$ cat src/rtl/sercore_pkg.sv
package sercore_pkg;
    typedef enum logic [1:0] {
        RS_RESET = 2'd0,
        RS_RUN   = 2'd1,
        RS_PAUSE = 2'd3
    } run_state_e;

    typedef enum logic {
        SQ_STABLE = 1'b0,
        SQ_SETTLE = 1'b1
    } seq_e;

    localparam int ADDR_W = 8;
    localparam logic [ADDR_W-1:0] A_STATE  = 8'h00;
    localparam logic [ADDR_W-1:0] A_SWRST  = 8'h04;
    localparam logic [ADDR_W-1:0] A_OPFLG  = 8'h08;
    localparam logic [ADDR_W-1:0] A_ERRFLG = 8'h0C;
    localparam logic [ADDR_W-1:0] A_ERREN  = 8'h10;
    localparam logic [ADDR_W-1:0] A_OUTLIM = 8'h14;
    localparam logic [ADDR_W-1:0] A_INLIM  = 8'h18;

    localparam int B_NACK    = 3;
    localparam int B_OUT_NE  = 4;
    localparam int B_IN_NE   = 5;
    localparam int B_OUT_FUL = 6;
    localparam int B_OUT_SVC = 8;
    localparam int B_IN_SVC  = 9;
    localparam int B_OUT_DN  = 10;
    localparam int B_IN_DN   = 11;
endpackage

$ cat src/rtl/sercore_state_seq.sv
module sercore_state_seq
    import sercore_pkg::*;
#(
    parameter int SETTLE_CYC = 6
) (
    input  logic       clk,
    input  logic       rst_n,
    input  logic       sw_reset,
    input  logic       req_wr,
    input  logic [1:0] req_val,
    output run_state_e run_state,
    output logic       valid,
    output logic       dp_run,
    output logic       dp_freeze
);
    localparam int SETL_W = $clog2(SETTLE_CYC + 1);

    seq_e              seq_q;
    run_state_e        pend_q;
    logic [SETL_W-1:0] cnt_q;
    logic              accept;

    assign accept = req_wr && (seq_q == SQ_STABLE) && (req_val != 2'b10);

    // State register process
    always_ff @(posedge clk or negedge rst_n) begin
        if (!rst_n) begin
            seq_q     <= SQ_STABLE;
            run_state <= RS_RESET;
            pend_q    <= RS_RESET;
            cnt_q     <= '0;
        end else if (sw_reset) begin
            seq_q     <= SQ_STABLE;
            run_state <= RS_RESET;
            pend_q    <= RS_RESET;
            cnt_q     <= '0;
        end else begin
            unique case (seq_q)
                SQ_STABLE: begin
                    if (accept) begin
                        seq_q  <= SQ_SETTLE;
                        pend_q <= run_state_e'(req_val);
                        cnt_q  <= SETL_W'(SETTLE_CYC - 1);
                    end
                end
                SQ_SETTLE: begin
                    if (cnt_q == '0) begin
                        seq_q     <= SQ_STABLE;
                        run_state <= pend_q;
                    end else begin
                        cnt_q <= cnt_q - 1'b1;
                    end
                end
                default: seq_q <= SQ_STABLE;
            endcase
        end
    end

    // Output process
    always_comb begin
        valid     = (seq_q == SQ_STABLE);
        dp_run    = valid && (run_state == RS_RUN);
        dp_freeze = !valid || (run_state == RS_PAUSE);
    end

    AST_ACCEPT_DROPS_VALID: assert property (@(posedge clk) disable iff (!rst_n)
        (accept && !sw_reset) |=> !valid);
    AST_VALID_RISE_LANDS: assert property (@(posedge clk) disable iff (!rst_n)
        ($rose(valid) && !$past(sw_reset)) |-> (run_state == pend_q));
    AST_NO_ILLEGAL_STATE: assert property (@(posedge clk) disable iff (!rst_n)
        (2'(run_state) != 2'b10));
    AST_BUSY_WRITE_IGNORED: assert property (@(posedge clk) disable iff (!rst_n)
        (req_wr && !valid && !sw_reset && cnt_q != '0) |=> (!valid && $stable(pend_q)));
    AST_SWRST_HOME: assert property (@(posedge clk) disable iff (!rst_n)
        sw_reset |=> (valid && run_state == RS_RESET));
    AST_RUN_FREEZE_EXCL: assert property (@(posedge clk) disable iff (!rst_n)
        !(dp_run && dp_freeze));
endmodule

$ cat src/rtl/sercore_opflags.sv
module sercore_opflags
    import sercore_pkg::*;
#(
    parameter int CNT_W = 16
) (
    input  logic             clk,
    input  logic             rst_n,
    input  logic             sw_reset,
    input  logic             run_active,
    input  logic             run_is_reset,
    input  logic             wr_op,
    input  logic [11:0]      wdata_op,
    input  logic [1:0]       lim_wr,
    input  logic [CNT_W-1:0] lim_wdata,
    input  logic             out_svc_req,
    input  logic             in_svc_req,
    input  logic             nack_evt,
    input  logic [1:0]       beat,
    output logic             out_svc,
    output logic             in_svc,
    output logic             nack,
    output logic [1:0]       done,
    output logic [1:0][CNT_W-1:0] lim
);
    localparam logic [CNT_W-1:0] ONE = CNT_W'(1);

    always_ff @(posedge clk or negedge rst_n) begin
        if (!rst_n) begin
            out_svc <= 1'b0;
            in_svc  <= 1'b0;
            nack    <= 1'b0;
        end else if (sw_reset) begin
            out_svc <= 1'b0;
            in_svc  <= 1'b0;
            nack    <= 1'b0;
        end else begin
            if (out_svc_req)                     out_svc <= 1'b1;
            else if (wr_op && wdata_op[B_OUT_SVC]) out_svc <= 1'b0;
            if (in_svc_req)                      in_svc <= 1'b1;
            else if (wr_op && wdata_op[B_IN_SVC])  in_svc <= 1'b0;
            if (nack_evt)                        nack <= 1'b1;
            else if (wr_op && wdata_op[B_NACK])    nack <= 1'b0;
        end
    end

    // One transfer counter channel per direction: 0 = output, 1 = input
    for (genvar ch = 0; ch < 2; ch++) begin : g_chan
        logic [CNT_W-1:0] cnt_q;
        logic             hit;
        logic             clr_bit;

        assign hit     = beat[ch] && run_active && (lim[ch] != '0) && (cnt_q + ONE == lim[ch]);
        assign clr_bit = wr_op && wdata_op[B_OUT_DN + ch];

        always_ff @(posedge clk or negedge rst_n) begin
            if (!rst_n) begin
                lim[ch] <= '0;
            end else if (lim_wr[ch]) begin
                lim[ch] <= lim_wdata;
            end
        end

        always_ff @(posedge clk or negedge rst_n) begin
            if (!rst_n) begin
                cnt_q    <= '0;
                done[ch] <= 1'b0;
            end else if (sw_reset) begin
                cnt_q    <= '0;
                done[ch] <= 1'b0;
            end else begin
                if (run_is_reset || lim_wr[ch])
                    cnt_q <= '0;
                else if (beat[ch] && run_active && cnt_q != lim[ch])
                    cnt_q <= cnt_q + ONE;
                if (hit)          done[ch] <= 1'b1;
                else if (clr_bit) done[ch] <= 1'b0;
            end
        end

        AST_DONE_NEEDS_RUN: assert property (@(posedge clk) disable iff (!rst_n)
            $rose(done[ch]) |-> $past(run_active));
    end
endmodule

$ cat src/rtl/sercore_errflags.sv
module sercore_errflags #(
    parameter int              ERR_W    = 8,
    parameter logic [ERR_W-1:0] ERR_MASK = 8'h7C
) (
    input  logic             clk,
    input  logic             rst_n,
    input  logic             sw_reset,
    input  logic             wr_clr,
    input  logic             wr_en,
    input  logic [ERR_W-1:0] wdata,
    input  logic [ERR_W-1:0] err_evt,
    output logic [ERR_W-1:0] flags,
    output logic [ERR_W-1:0] enable,
    output logic             err_irq
);
    logic [ERR_W-1:0] clr_mask;
    assign clr_mask = wr_clr ? wdata : '0;

    always_ff @(posedge clk or negedge rst_n) begin
        if (!rst_n) begin
            flags <= '0;
        end else if (sw_reset) begin
            flags <= '0;
        end else begin
            flags <= ((flags & ~clr_mask) | err_evt) & ERR_MASK;
        end
    end

    always_ff @(posedge clk or negedge rst_n) begin
        if (!rst_n)     enable <= '0;
        else if (wr_en) enable <= wdata;
    end

    assign err_irq = |(flags & enable);

    AST_ERR_MASKED: assert property (@(posedge clk) disable iff (!rst_n)
        ((flags & ~ERR_MASK) == '0));
    AST_ERR_W1C: assert property (@(posedge clk) disable iff (!rst_n)
        (wr_clr && !sw_reset && ((wdata & ~err_evt) != '0)) |=> ((flags & $past(wdata & ~err_evt)) == '0));
endmodule

$ cat src/rtl/sercore_ctrl.sv
module sercore_ctrl
    import sercore_pkg::*;
#(
    parameter int SETTLE_CYC = 6,
    parameter int CNT_W      = 16
) (
    input  logic        clk,
    input  logic        rst_n,
    input  logic        bus_wr,
    input  logic [7:0]  bus_addr,
    input  logic [31:0] bus_wdata,
    output logic [31:0] bus_rdata,
    input  logic        mstr_ready,
    input  logic        out_not_empty,
    input  logic        in_not_empty,
    input  logic        out_full,
    input  logic        out_svc_req,
    input  logic        in_svc_req,
    input  logic        nack_evt,
    input  logic        out_beat,
    input  logic        in_beat,
    input  logic [7:0]  err_evt,
    output logic        dp_run,
    output logic        dp_freeze,
    output logic        irq
);
    run_state_e run_state;
    logic       valid;
    logic       sw_reset;
    logic       out_svc, in_svc, nack;
    logic [1:0] done;
    logic [1:0][CNT_W-1:0] lim;
    logic [7:0] err_flags, err_en;
    logic       err_irq;
    logic       unused_wbits;

    assign unused_wbits = ^bus_wdata[31:CNT_W];
    assign sw_reset     = bus_wr && (bus_addr == A_SWRST) && bus_wdata[0];

    sercore_state_seq #(.SETTLE_CYC(SETTLE_CYC)) u_seq (
        .clk       (clk),
        .rst_n     (rst_n),
        .sw_reset  (sw_reset),
        .req_wr    (bus_wr && (bus_addr == A_STATE)),
        .req_val   (bus_wdata[1:0]),
        .run_state (run_state),
        .valid     (valid),
        .dp_run    (dp_run),
        .dp_freeze (dp_freeze)
    );

    sercore_opflags #(.CNT_W(CNT_W)) u_op (
        .clk          (clk),
        .rst_n        (rst_n),
        .sw_reset     (sw_reset),
        .run_active   (dp_run),
        .run_is_reset (run_state == RS_RESET),
        .wr_op        (bus_wr && (bus_addr == A_OPFLG)),
        .wdata_op     (bus_wdata[11:0]),
        .lim_wr       ({bus_wr && (bus_addr == A_INLIM), bus_wr && (bus_addr == A_OUTLIM)}),
        .lim_wdata    (bus_wdata[CNT_W-1:0]),
        .out_svc_req  (out_svc_req),
        .in_svc_req   (in_svc_req),
        .nack_evt     (nack_evt),
        .beat         ({in_beat, out_beat}),
        .out_svc      (out_svc),
        .in_svc       (in_svc),
        .nack         (nack),
        .done         (done),
        .lim          (lim)
    );

    sercore_errflags #(.ERR_W(8), .ERR_MASK(8'h7C)) u_err (
        .clk     (clk),
        .rst_n   (rst_n),
        .sw_reset(sw_reset),
        .wr_clr  (bus_wr && (bus_addr == A_ERRFLG)),
        .wr_en   (bus_wr && (bus_addr == A_ERREN)),
        .wdata   (bus_wdata[7:0]),
        .err_evt (err_evt),
        .flags   (err_flags),
        .enable  (err_en),
        .err_irq (err_irq)
    );

    assign irq = err_irq || out_svc || in_svc || nack;

    always_comb begin
        bus_rdata = '0;
        unique case (bus_addr)
            A_STATE: begin
                bus_rdata[1:0] = run_state;
                bus_rdata[2]   = valid;
                bus_rdata[4]   = mstr_ready;
            end
            A_OPFLG: begin
                bus_rdata[B_NACK]    = nack;
                bus_rdata[B_OUT_NE]  = out_not_empty;
                bus_rdata[B_IN_NE]   = in_not_empty;
                bus_rdata[B_OUT_FUL] = out_full;
                bus_rdata[B_OUT_SVC] = out_svc;
                bus_rdata[B_IN_SVC]  = in_svc;
                bus_rdata[B_OUT_DN]  = done[0];
                bus_rdata[B_IN_DN]   = done[1];
            end
            A_ERRFLG: bus_rdata[7:0]       = err_flags;
            A_ERREN:  bus_rdata[7:0]       = err_en;
            A_OUTLIM: bus_rdata[CNT_W-1:0] = lim[0];
            A_INLIM:  bus_rdata[CNT_W-1:0] = lim[1];
            default:  bus_rdata = '0;
        endcase
    end

    AST_IRQ_FROM_SVC: assert property (@(posedge clk) disable iff (!rst_n)
        $rose(bus_rdata[B_OUT_SVC] && bus_addr == A_OPFLG && $stable(bus_addr)) |-> irq);
    AST_IRQ_CLEARS: assert property (@(posedge clk) disable iff (!rst_n)
        (!out_svc && !in_svc && !nack && ((err_flags & err_en) == '0)) |-> !irq);
endmodule

$ cat config.mk
export PLATFORM = sky130hd
export DESIGN_NAME = sercore_ctrl
export DESIGN_NICKNAME = d
export VERILOG_FILES = /design/src/rtl/sercore_pkg.sv /design/src/rtl/sercore_state_seq.sv /design/src/rtl/sercore_opflags.sv /design/src/rtl/sercore_errflags.sv /design/src/rtl/sercore_ctrl.sv
export SDC_FILE = /design/constraint.sdc
export NUM_CORES = 1
export LEC_CHECK = 0
export BUFFER_PORTS_ARGS = -buffer_cell sky130_fd_sc_hd__buf_2
export CAP_MARGIN = 0
export CORE_MARGIN = 1.5
export CORE_UTILIZATION = 55
export DETAILED_ROUTE_END_ITERATION = 16
export GPL_TIMING_DRIVEN = 0
export PLACE_DENSITY = 0.79
export SLEW_MARGIN = 25
export SYNTH_ARGS = -nofsm -noshare
export SYNTH_HDL_FRONTEND = slang
export SYNTH_SLANG_ARGS = --single-unit
$ cat constraint.sdc
create_clock -name clk -period 3 [get_ports clk]
set_clock_uncertainty 0.1 [all_clocks]
set_input_delay 0.45 -clock clk [delete_from_list [all_inputs] [get_ports clk]]
set_output_delay 0.45 -clock clk [all_outputs]
set_load 0.005 [all_outputs]
# Word level (Yosys, flattened, before mapping)
# Index checks and enable logic that the tools add are counted.
classes:
  n_reduce_logical: 49
  n_eq_ne: 16
  n_bitwise: 5
  n_addsub: 3
  mux: 44
op_table:
  columns: ["operator", "count"]
  rows:
  - ["$mux 16", 6]
  - ["$add 16x1->16 const B", 2]
  - ["$eq 16x16->1", 2]
  - ["$ne 16x16->1", 2]
  - ["$reduce_bool 16->1", 2]
  - ["$eq 8x5->1 const B", 3]
  - ["$logic_and 1x1->1", 24]
  - ["$reduce_bool 3->1", 7]
  - ["$mux 1", 18]
  - ["$eq 8x4->1 const B", 2]
  - ["$pmux 3 s5", 1]
  - ["$mux 7", 2]
  - ["$mux 2", 6]
  - ["$pmux 4 s3", 1]
  - ["$pmux 2 s5", 1]
  - ["$mux 3", 3]
  - ["$and 7x8->8", 1]
  - ["$eq 8x3->1 const B", 1]
  - ["$logic_not 8->1", 1]
  - ["$pmux 4 s2", 1]
  - ["$reduce_or 8->1", 1]
  - ["$and 7x7->7", 1]
  - ["$not 7->7", 1]
  - ["$or 7x7->7", 1]
  - ["17 further kinds", 27]
word_totals:
  register_bits: 92
  output_inout_bits: 35

# Longest topological paths before layout
logic_depth:
  ltp_word: 7
  depth_mapped: 9

# By module
# A second synthesis with hierarchy kept.
unflattened:
  cells_unflattened: 641
  area_unflattened_um2: 6055.8
modules_own_cells:
  columns: ["mod", "instances", "area_per_inst_um2", "cells_per_inst", "seq_area_each_um2"]
  rows:
  - ["sercore_opflags", 1, 4256.6, 444, 1726.7]
  - ["sercore_ctrl", 1, 752.0, 112, 0.0]
  - ["sercore_errflags", 1, 591.8, 39, 325.3]
  - ["sercore_state_seq", 1, 455.4, 46, 200.2]

# Worst setup path after synthesis
# OpenSTA, ideal clock, no wires.
synth_path:
  kind: "in2out"
  from: "input bus_addr[1]"
  to: "output bus_rdata[6]"
  arrival_ns: 2.093
  path_buffers: 2
  t_required_ns: 2.450
  cell_stages: 7
  setup_slack_ns: 0.357
  path_cell_list: "or4_1 -> buf_4 -> or2_2 -> nor2_2 -> buf_2 -> a222oi_1 -> nand2_1"
synth_between:
  elab_chain_len: 2
  word_cells_on_any_way: 6
  classes_between: "eq/ne: 5; mux: 1"
synth_lines:
  columns: ["element", "line_no", "text"]
  rows:
  - ["start, declared", "sercore_ctrl.sv:10", "input logic [7:0] bus_addr,"]
  - ["$eq 8x5->1 / $eq 8x4->1 (equally long branches)", "sercore_ctrl.sv:90", "unique case (bus_addr)"]
  - ["$pmux 2 s5 (*)", "sercore_ctrl.sv:90", null]
  - ["end, declared", "sercore_ctrl.sv:12", "output logic [31:0] bus_rdata,"]
# Every way passes the cells marked *; elsewhere a longest branch is shown, timed or not.

# Worst setup path after layout
layout_path:
  from: "input bus_addr[1]"
  to: "output bus_rdata[8]"
layout_between:
  elab_chain_len: 2
  word_cells_on_any_way: 4
  classes_between: "eq/ne: 3; mux: 1"
layout_lines:
  columns: ["element", "line_no"]
  rows:
  - ["$eq 8x5->1 / $eq 8x4->1 (equally long branches)", "sercore_ctrl.sv:90"]
  - ["$pmux 4 s3 (*)", "sercore_ctrl.sv:90"]
# Marks and branches as above.

==> impl_results.md <==
* Die Y at 106 um
* Number of cell rows at 37
* Largest net degree at the start of global routing at 75
* DRC viols at 0
* Register-to-register path setup slack at 0.19 ns
* CP Max Fanout at 9
* Core Area at 10,300 um^2
* Number of I/O port buffers at 57
* Antenna violations before repair at 0
* Lkg Pwr at 3.03 nW
* Drt pass-1 iters at 5
* Seq/Total Area, Yosys at 0.390
* Cell Area, Placed at 6330 um^2
* Hpwl dp at 11,500 um
* Post-Syn Area at 5780 um^2
* CTS Root Cell: clkbuf_8
* Peak supply drop at 0.000218 V
* RSZ-0062 raised after global routing: false
* Slew Limit Fails at 0
* Final worst path period share at 0.980
* # fillers at 838
* Pwr dens at 431 nW/um^2
* Worst-case clock buffer depth at 2
* Routed Antenna Nets at 0
* Min-Delay Path Class: in2reg
* Die Footprint at 11,100 um^2
* Iter 0 DRT Violations at 383
* Average vias per placed instance at 6.21
* Mapped Cells at 585
* Post-layout nets at 736
* First-pass GRT wire length at 25,200 um
* Max_slew headroom at 0.524
* GRT overflow at 0
* Fin util at 0.639
* Yosys warns at 0
* Post-synth EDFFs at 0
* Via total after detailed routing at 5,050
* Final Hold Viols at 0
* Syn_area_per_cell at 9.88 um^2
* Number of diodes at 0
* Layout area overhead at 13.7%
* Drt wl/cell at 19.0 um
* Fmax at 340 MHz
* Layout cell share with drive strength beyond 1 at 0.272
* Final Wtd Congestion at 0.915
* Chip width at 106 um
* Setup TNS at 0 ns
* Clock Latency Late Sink at 0.38 ns
* CP Data Required Time at 2.45 ns
* CTS tree: yes
* Reg area at 2250 um^2
* Tmin final at 2.94 ns
* # H-tree levels at 3
* WP data arrival at 2.39 ns
* WS Path Type: in2out
* # clock sinks at 90
* Clock slew at reported path FFs at 0.11 ns
* Status: complete, no violations
* Max-cap violations at 0
* Vias in the first global route at 4,797
* Unique masters post-synth at 71
* Critical Path Sink Type: primary output
* Total GRT Usage at 0.287
* # IOs at 95
* TritonCTS buffer count at 9
* Crit start category: primary input
* Starting Density at 0.563
* Multi-input logic area at 3230 um^2
* Synth Register Bits at 90
* Final setup viols at 0
* Design area at 6570 um^2
* Drt total wl at 15,400 um
* Tightest Pin Transition at 0.708 ns
* WHS at 0.188 ns
* Async set or reset register ratio after synthesis at 1.00
* Most used DFF post-synth: dfrtp_1
cells by family (layout without fill, tap and decap cells):
| kind of cell | after synthesis | count (layout) | share of synthesized area |
|---|---|---|---|
| xor gates and xnor gates | 56 | 56 | 0.0848 |
| AOI/OAI and AO/OA | 110 | 110 | 0.137 |
| and+or+nand+nor | 217 | 217 | 0.224 |
| DFF | 90 | 90 | 0.390 |
| adders and majority gates | 4 | 4 | 0.00866 |
| muxes | 47 | 47 | 0.0900 |
| other | 1 | 16 | 0.000649 |
| buffers and inverters | 60 | 137 | 0.0660 |
power by group:
part	switching, mW	internal [mW]
clock	0.505	0.325
sequential	0.106	1.29
combinational	0.337	0.263
worst paths after layout:
kind                       depth (start not counted)             from                  endpoint
max reg2reg                                        9     u_op.lim[18]   u_op.g_chan[1].cnt_q[1]
min                                                3       err_evt[3]            u_err.flags[3]
min in group asynchronous                          2            rst_n  u_op.g_chan[1].cnt_q[10]
min reg2reg                                        1  u_err.enable[7]           u_err.enable[7]
max in group asynchronous                          3            rst_n           u_err.enable[6]
max                                                7      bus_addr[1]              bus_rdata[8]
flip-flops by register name, summed over array words and instances (netlist names):
register / flops
u_seq.run_state: 2
u_err.enable: 8
u_seq.pend_q: 2
u_seq.seq_q: 1
u_op.g_chan.cnt_q: 32
u_op.in_svc: 1
u_seq.cnt_q: 3
u_op.nack: 1
u_op.lim: 32
u_op.out_svc: 1
u_op.done: 2
u_err.flags: 5
cells in the mapped netlist (all sizes together), types with 3 or more instances:
cell / number / area share
o31ai: 8 / 0.011
nor4b: 3 / 0.011
nand2: 45 / 0.031
o2111ai: 3 / 0.0045
o21ai: 15 / 0.014
and2: 3 / 0.0032
nand3: 18 / 0.019
a211oi: 3 / 0.0039
nand4: 11 / 0.012
buf: 35 / 0.046
nor3: 10 / 0.0087
dfrtp: 90 / 0.39
o211ai: 10 / 0.013
xnor2: 21 / 0.032
xor2: 35 / 0.053
or3: 12 / 0.014
inv: 16 / 0.010
and3: 6 / 0.0067
a21oi: 33 / 0.029
ha: 4 / 0.0087
mux2: 40 / 0.078
nor4: 25 / 0.033
nand3b: 5 / 0.0065
a22o: 6 / 0.0091
a222oi: 12 / 0.021
nor3b: 4 / 0.0052
o41ai: 3 / 0.0045
or4: 18 / 0.025
clkbuf: 9 / 0.0093
nand2b: 4 / 0.0043
nor2: 40 / 0.028
a22oi: 4 / 0.0052
mux2i: 7 / 0.012
or2: 5 / 0.0054
per-layer routing:
layer,routed length [um],vias to the layer above,share of wire,track usage
met5,0,-,0,0
met4,342,0,0.022,0.102
met3,1160,27,0.075,0.0328
met2,7230,256,0.47,0.463
met1,6720,2449,0.43,0.401
li1,-,2318,-,-
through the flow:
step | total power [mW] | setup slack [ns] | std cells
after global routing | 2.96 | 0.00190 | 813
after detailed placement | 2.01 | -0.316 | 794
after floorplan | 1.80 | 0.357 | 600
after CTS | 2.84 | 0.0260 | 811
final | 2.83 | 0.0615 | 813
after global placement | 1.97 | -0.293 | 793
cell type report:
type | count | area share
inverters | 16 | 0.00914
plain buffers | 44 | 0.0495
flip-flops and latches | 90 | 0.343
clock buffers | 9 | 0.0188
well taps | 136 | 0.0259
multi-input cells | 450 | 0.491
repair buffers | 61 | 0.0524
clock inverters | 7 | 0.0103
worst max-delay path, cell delays in order:
cell      delay (ns)
buf_2           0.09
or4_1           0.51
buf_4           0.21
nor4b_4         0.64
a222oi_1        0.28
inv_1           0.10
buf_2           0.11
cells in the final DEF (no fill, tap or decap), types with 5 or more instances in the layout:
cell type  synthesis  layout
clkbuf_1           7       6
nor3_1            10       8
buf_2              7      62
xnor2_1           21      21
o31ai_1            7       7
or4_2              5       5
buf_6              6       7
a222oi_1          12      12
nor4_1            22      22
buf_4             22      25
clkbuf_8           2      11
and3_1             5       5
a21oi_1           33      33
o211ai_1          10      10
nand2_1           44      44
nand3_1           16      16
a22o_1             6       6
nor2_1            38      38
mux2_2            39      39
or3_1             11      11
mux2i_1            7       7
conb_1             1      16
inv_1             16      16
xor2_1            35      35
nand4_1           11      11
nand3b_1           5       5
or4_1             12      12
dfrtp_1           90      90
o21ai_0           13      13
what timing repair did:
item | in CTS | in global routing
setup endpoints to repair | 10 | 10
hold endpoints to repair | 16 | 0
gates cloned | 0 | 0
hold buffers | 1 | 0
pin swaps | 0 | 2
setup buffers | 0 | 2
resized for setup | 4 | 1
Power figures use the tool's default switching activity.
